`config.mk`:
```
export PLATFORM = sky130hd
export DESIGN_NAME = pll_bypass_seq
export DESIGN_NICKNAME = d
export VERILOG_FILES = /design/src/rtl/pll_seq_pkg.sv /design/src/rtl/pll_lock_sync.sv /design/src/rtl/pll_ramp_step.sv /design/src/rtl/pll_wait_timer.sv /design/src/rtl/pll_bypass_seq.sv
export SDC_FILE = /design/constraint.sdc
export NUM_CORES = 1
export LEC_CHECK = 0
export ABC_AREA = 1
export BUFFER_PORTS_ARGS = -buffer_cell sky130_fd_sc_hd__buf_2
export CORE_ASPECT_RATIO = 0.6
export CORE_MARGIN = 5
export CORE_UTILIZATION = 50
export CTS_CLUSTER_DIAMETER = 40
export DETAILED_ROUTE_END_ITERATION = 10
export PLACE_DENSITY = 0.72
export SETUP_SLACK_MARGIN = 0.02
export SYNTH_ARGS = -nofsm -noshare
export SYNTH_HDL_FRONTEND = slang
export SYNTH_SLANG_ARGS = --single-unit
```
`constraint.sdc`:
```
create_clock -name clk -period 8.29 [get_ports clk]
set_input_delay 1.658 -clock clk [delete_from_list [all_inputs] [get_ports clk]]
set_output_delay 1.658 -clock clk [all_outputs]
set_load 0.01 [all_outputs]
```
`src/rtl/pll_seq_pkg.sv`:
```
package pll_seq_pkg;
   typedef enum logic [2:0] {
      ST_IDLE,
      ST_BYP,
      ST_LOCK,
      ST_STEP,
      ST_SETTLE
   } seq_state_e;
endpackage

```
`src/rtl/pll_lock_sync.sv`:
```
module pll_lock_sync #(
   parameter int STAGES = 2
) (
   input  logic clk,
   input  logic rst_n,
   input  logic async_i,
   output logic sync_o
);
   if (STAGES < 2) begin : g_bad_stages
      $error("pll_lock_sync: STAGES must be at least 2");
   end

   logic [STAGES-1:0] chain_q;

   for (genvar i = 0; i < STAGES; i++) begin : g_stage
      if (i == 0) begin : g_first
         always_ff @(posedge clk or negedge rst_n) begin
            if (!rst_n) chain_q[0] <= 1'b0;
            else        chain_q[0] <= async_i;
         end
      end else begin : g_next
         always_ff @(posedge clk or negedge rst_n) begin
            if (!rst_n) chain_q[i] <= 1'b0;
            else        chain_q[i] <= chain_q[i-1];
         end
      end
   end

   assign sync_o = chain_q[STAGES-1];
endmodule

```
`src/rtl/pll_ramp_step.sv`:
```
module pll_ramp_step #(
   parameter int MUL_W    = 12,
   parameter int STEP_DIV = 5
) (
   input  logic [MUL_W-1:0] cur_i,
   input  logic [MUL_W-1:0] tgt_i,
   output logic [MUL_W-1:0] nxt_o
);
   localparam bit IS_POW2 = ((STEP_DIV & (STEP_DIV - 1)) == 0);

   if (STEP_DIV < 2) begin : g_bad_div
      $error("pll_ramp_step: STEP_DIV must be at least 2");
   end

   logic [MUL_W-1:0] frac;

   if (IS_POW2) begin : g_shift
      localparam int SH = $clog2(STEP_DIV);
      assign frac = cur_i >> SH;
   end else begin : g_div
      assign frac = cur_i / MUL_W'(STEP_DIV);
   end

   logic [MUL_W:0]   up_lim;
   logic [MUL_W-1:0] dn_lim;

   assign up_lim = {1'b0, cur_i} + {1'b0, frac};
   assign dn_lim = cur_i - frac;

   always_comb begin
      if (tgt_i > cur_i) begin
         nxt_o = ({1'b0, tgt_i} < up_lim) ? tgt_i : up_lim[MUL_W-1:0];
      end else if (tgt_i < cur_i) begin
         nxt_o = (tgt_i > dn_lim) ? tgt_i : dn_lim;
      end else begin
         nxt_o = cur_i;
      end
   end
endmodule

```
`src/rtl/pll_wait_timer.sv`:
```
module pll_wait_timer #(
   parameter int W = 16
) (
   input  logic         clk,
   input  logic         rst_n,
   input  logic         clr_i,
   input  logic         inc_i,
   output logic [W-1:0] cnt_o
);
   logic [W-1:0] cnt_q;

   always_ff @(posedge clk or negedge rst_n) begin
      if (!rst_n)                      cnt_q <= '0;
      else if (clr_i)                  cnt_q <= '0;
      else if (inc_i && (cnt_q != '1)) cnt_q <= cnt_q + 1'b1;
   end

   assign cnt_o = cnt_q;
endmodule

```
`src/rtl/pll_bypass_seq.sv`:
```
module pll_bypass_seq #(
   parameter int MUL_W       = 12,
   parameter int TMO_W       = 16,
   parameter int SET_W       = 12,
   parameter int SYNC_STAGES = 2,
   parameter int STEP_DIV    = 5,
   parameter int RESET_MULT  = 100
) (
   input  logic             clk,
   input  logic             rst_n,
   input  logic             req_i,
   input  logic [MUL_W-1:0] target_i,
   input  logic             ramp_en_i,
   input  logic [SET_W-1:0] settle_i,
   input  logic [TMO_W-1:0] timeout_i,
   input  logic             lock_i,
   output logic             busy_o,
   output logic             done_o,
   output logic             error_o,
   output logic             bypass_o,
   output logic [MUL_W-1:0] mult_o
);
   import pll_seq_pkg::*;

   localparam int CNT_W      = (TMO_W > SET_W) ? TMO_W : SET_W;
   localparam int GUARD      = SYNC_STAGES + 3;
   localparam int RAMP_FLOOR = STEP_DIV;

   if (MUL_W < 4) begin : g_bad_mul_w
      $error("pll_bypass_seq: MUL_W must be at least 4");
   end
   if (RESET_MULT >= (1 << MUL_W) || RESET_MULT < 1) begin : g_bad_reset
      $error("pll_bypass_seq: RESET_MULT must fit in MUL_W bits");
   end
   if (CNT_W < 4 || GUARD >= (1 << CNT_W)) begin : g_bad_cnt
      $error("pll_bypass_seq: counter too narrow for lock guard");
   end

   seq_state_e       state_q;
   logic [MUL_W-1:0] tgt_q;
   logic [MUL_W-1:0] mult_q;
   logic [SET_W-1:0] settle_q;
   logic [TMO_W-1:0] tmo_q;
   logic             byp_q;
   logic             busy_q;
   logic             done_q;
   logic             err_q;

   logic             lock_s;
   logic [MUL_W-1:0] step_nxt;
   logic [CNT_W-1:0] wait_cnt;
   logic             cnt_clr;
   logic             cnt_inc;
   logic             lock_ok;
   logic             tmo_hit;
   logic             settle_hit;
   logic             ramp_ok;

   pll_lock_sync #(
      .STAGES (SYNC_STAGES)
   ) u_lock_sync (
      .clk     (clk),
      .rst_n   (rst_n),
      .async_i (lock_i),
      .sync_o  (lock_s)
   );

   pll_ramp_step #(
      .MUL_W    (MUL_W),
      .STEP_DIV (STEP_DIV)
   ) u_step (
      .cur_i (mult_q),
      .tgt_i (tgt_q),
      .nxt_o (step_nxt)
   );

   pll_wait_timer #(
      .W (CNT_W)
   ) u_timer (
      .clk   (clk),
      .rst_n (rst_n),
      .clr_i (cnt_clr),
      .inc_i (cnt_inc),
      .cnt_o (wait_cnt)
   );

   assign lock_ok    = lock_s && (wait_cnt >= CNT_W'(GUARD));
   assign tmo_hit    = wait_cnt >= CNT_W'(tmo_q);
   assign settle_hit = wait_cnt >= CNT_W'(settle_q);
   assign ramp_ok    = ramp_en_i && !byp_q
                       && (target_i >= MUL_W'(RAMP_FLOOR))
                       && (mult_q >= MUL_W'(RAMP_FLOOR));

   always_comb begin
      cnt_clr = 1'b0;
      cnt_inc = 1'b0;
      unique case (state_q)
         ST_LOCK:   cnt_inc = !(lock_ok || tmo_hit);
         ST_SETTLE: begin
            if (settle_hit) cnt_clr = 1'b1;
            else            cnt_inc = 1'b1;
         end
         default:   cnt_clr = 1'b1;
      endcase
   end

   always_ff @(posedge clk or negedge rst_n) begin
      if (!rst_n) begin
         state_q  <= ST_IDLE;
         tgt_q    <= MUL_W'(RESET_MULT);
         mult_q   <= MUL_W'(RESET_MULT);
         settle_q <= '0;
         tmo_q    <= '0;
         byp_q    <= 1'b0;
         busy_q   <= 1'b0;
         done_q   <= 1'b0;
         err_q    <= 1'b0;
      end else begin
         done_q <= 1'b0;
         unique case (state_q)
            ST_IDLE: begin
               if (req_i) begin
                  tgt_q    <= target_i;
                  settle_q <= settle_i;
                  tmo_q    <= timeout_i;
                  err_q    <= 1'b0;
                  busy_q   <= 1'b1;
                  if (ramp_ok) begin
                     state_q <= ST_STEP;
                  end else begin
                     byp_q   <= 1'b1;
                     state_q <= ST_BYP;
                  end
               end
            end
            ST_BYP: begin
               mult_q  <= tgt_q;
               state_q <= ST_LOCK;
            end
            ST_LOCK: begin
               if (lock_ok) begin
                  byp_q   <= 1'b0;
                  done_q  <= 1'b1;
                  busy_q  <= 1'b0;
                  state_q <= ST_IDLE;
               end else if (tmo_hit) begin
                  err_q   <= 1'b1;
                  busy_q  <= 1'b0;
                  state_q <= ST_IDLE;
               end
            end
            ST_STEP: begin
               mult_q  <= step_nxt;
               state_q <= ST_SETTLE;
            end
            ST_SETTLE: begin
               if (settle_hit) begin
                  if (mult_q == tgt_q) begin
                     done_q  <= 1'b1;
                     busy_q  <= 1'b0;
                     state_q <= ST_IDLE;
                  end else begin
                     mult_q <= step_nxt;
                  end
               end
            end
            default: state_q <= ST_IDLE;
         endcase
      end
   end

   assign busy_o   = busy_q;
   assign done_o   = done_q;
   assign error_o  = err_q;
   assign bypass_o = byp_q;
   assign mult_o   = mult_q;
endmodule

```
==> impl_metrics.csv <==
group,metric,value,unit
floorplan,initial_core_util,51.7,%
synthesis,synth_nets,1029,
floorplan,rows,32,
cts,hold_buffers,0,
status,status,"finished clean",
routing,initialDrtViolationCount,625,
critical_path,crit_start,"mult_o[11]",
placed_design,gp_congestion,0.896,
cts,cts_buffer_depth,2,
critical_path,worstPathArrival,8140,ps
global_route,grt_max_degree,78,
worst_hold_path,hp-start,"u_lock_sync.chain_q[0]",
synthesis,synth_edf_count,0,
critical_path,start_kind,"flop",
global_route,grt_pass1_wl,28100,µm
critical_path,critPathMostFrequentCell,"nand2_4",
global_route,grt_pass1_vias,5491,
final_layout,finish.net_count,1128,
synthesis,synth.distinct_cells,48,
sta,setup_viol,0,
synthesis,synthesis.area,6710,µm²
final_layout,antenna_cells,0,
placed_design,port_buffers,60,
cts,root_buffer,"clkbuf_16",
critical_path,critPathSlowestCell,"dfrtp_2",
routing,totalWireLength,17900,µm
critical_path,critPathRequiredTime,8460,ps
global_route,grt_usage,21.4,%
routing,drtPass1Iterations,5,
floorplan,core,13000,µm²
sta,slew_violations,0,
cts,cts_htree_levels,3,
routing,top_layer_used,"met4",
critical_path,crit_path_end_kind,"flop",
synthesis,synth-main-ff-cell,"dfrtp_1",
cts,clk_latency,340,ps
synthesis,synth_cells,895,
cts,cts-buffers-inserted,9,
critical_path,slowest_delay,490,ps
sta,finClkSkew,10.8,ps
synthesis,yosysWarnings,0,
floorplan,fp.dieW,160,µm
placed_design,dpl_cell_area,7390,µm²
final_layout,drive_above_1_share,23.9,%
synthesis,yosysSeqAreaShare,28.8,%
global_route,overflow,0,
floorplan,io_pins,61,
routing,met3WireLength,1490,µm
critical_path,crit_fanout,8,
routing,routedLengthMet1,9430,µm
sta,layout_min_cycle_time,7970,ps
critical_path,critPathKind,"flop to flop",
placed_design,dp_hpwl,13100,µm
global_route,grt_antenna_before_repair,0,
cts,clk_pin_slew,70,ps
synthesis,syn-mean-instance-area,7.50,µm²
routing,viasPerCell,5.40,
synthesis,async_flop_share,100,%
sta,fmax,125,MHz
cts,cts_tree,"built",
routing,met2_length,6880,µm
critical_path,reg2reg_from,"mult_o[11]",
routing,drc,0,
final_layout,fin_area,8190,µm²
sta,fin_crit_sh,96.2,%
run,cap_viol_max_count,0,
floorplan,die_h,99.7,µm
final_layout,fillers,1184,
worst_hold_path,hold_class,"flop to flop",
sta,hold_violations,0,
routing,ant_nets,0,
sta,relSlewSlack,21.2,%
cts,cts_sinks,77,
floorplan,die-area,15900,µm²
routing,wl_per_cell,15.3,µm
sta,worstMarginPinSlew,1160,ps
sta,grt_setup_unrepaired,"true",
final_layout,area_delta_synth_final,22.1,%
routing,num_vias,6311,
synthesis,synth-seq-cells,77,
==> layer usage <==
metal  track usage, %  up-vias
met5                0        -
met4             3.41        0
met3             5.09       11
met2             27.0      196
met1             36.1     2872
li1                 -     3232
==> layout by cell type (no fill, tap or decap), drive strengths merged, types with 2 or more instances in the layout <==
cell type  instances
o211ai             6
clkinvlp           4
xor2              19
o41ai              2
buf              105
clkinv             5
dfstp              6
a21o               4
o22ai              2
a2111oi            2
a211oi             5
a31oi              2
nand2            204
o221ai             7
o31ai              2
nor3              12
a21oi             80
nor2              45
inv              130
o21ai             98
ha                87
nand4             13
clkbuf            10
fa                 2
o2111ai            2
a22oi              5
dfrtp             71
nand3             46
o21bai            10
nor4               4
nand3b             2
==> area by class of cell <==
cell class	instances	area, µm²	share of cell area, %
clock inverter	7	52.6	0.641
timing repair buffer	106	698	8.52
sequential	77	1940	23.7
clock buffer	9	225	2.75
multi-input combinational	668	4570	55.7
inverter	132	500	6.11
tap	170	213	2.60
==> per-stage QoR <==
step / setup slack, ps / setup TNS, ps / instances / hold WS, ps / util [%]
final: 317 / 0 / 1169 / 377 / 63.2
after global routing: -269 / -2780 / 1169 / 389 / 63.2
after CTS: 43.2 / 0 / 1153 / 375 / 59.2
after detailed placement: -90.9 / -243 / 1136 / 360 / 57.0
after global placement: 133 / 0 / 1136 / 348 / 57.0
after floorplan: 384 / 0 / 895 / 331 / -
==> worst max-delay path, delay by kind of cell, from the launching register on <==
family | cells | cell delay [ps]
AND/OR/NAND/NOR | 32 | 2670
flip-flops | 1 | 490
adder cells (fa/ha/maj) | 5 | 1310
buffers and inverters | 11 | 740
AO/OA/AOI/OAI | 17 | 2550
==> cell families (layout without fill, tap and decap cells) <==
logic type | count (synthesis) | after routing | share of synthesized area, %
adders and majority gates | 89 | 89 | 16.8
buffers and inverters | 150 | 254 | 8.62
DFF | 77 | 77 | 28.8
and+or+nand+nor | 328 | 328 | 23.2
xor gates and xnor gates | 19 | 19 | 2.48
AOI/OAI and AO/OA | 232 | 232 | 20.0
==> synthesized netlist by cell type (8+ instances only) <==
library cell / n / share of area, %
dfrtp_1: 71 / 26
nand2_4: 12 / 2.0
nor2_1: 44 / 2.5
inv_1: 117 / 6.5
a21oi_1: 78 / 5.8
nand3_1: 37 / 2.8
xor2_1: 19 / 2.5
o21ai_0: 90 / 6.7
ha_1: 87 / 16
nand4_1: 13 / 1.2
nand2_2: 19 / 1.8
clkbuf_1: 16 / 0.90
nand2_1: 173 / 9.7
nand3_2: 8 / 1.2
o21bai_1: 9 / 1.0
inv_2: 12 / 0.67
nor3_1: 12 / 0.90
==> worst paths after layout <==
path                                          endpoint  slack (ps)  cells past startpoint
worst max register to register              mult_o[11]         320                     65
max in group asynchronous                    mult_o[9]        6100                      1
min in group asynchronous       u_lock_sync.chain_q[0]        1460                      1
worst min-delay path                u_lock_sync.sync_o         380                      0
worst min register to register      u_lock_sync.sync_o         380                      0
worst max-delay path                        mult_o[11]         320                     65
==> sequential cells by signal, indices dropped and copies added (netlist names), 3 cells and up <==
| signal | flops |
|---|---|
| mult_o | 12 |
| settle_q | 12 |
| state_q | 3 |
| tgt_q | 12 |
| tmo_q | 16 |
| u_timer.cnt_o | 16 |
==> what timing repair did <==
| item | CTS | global route |
|---|---|---|
| setup buffers | 1 | 14 |
| resized for setup | 4 | 102 |
| pin swaps | 2 | 63 |
| cloned | 0 | 2 |
| setup endpoints to repair | 12 | 12 |
Power is left out: the tool's default activity adds up to more than one toggle a clock period on the data nets, which glitch-free logic cannot reach.
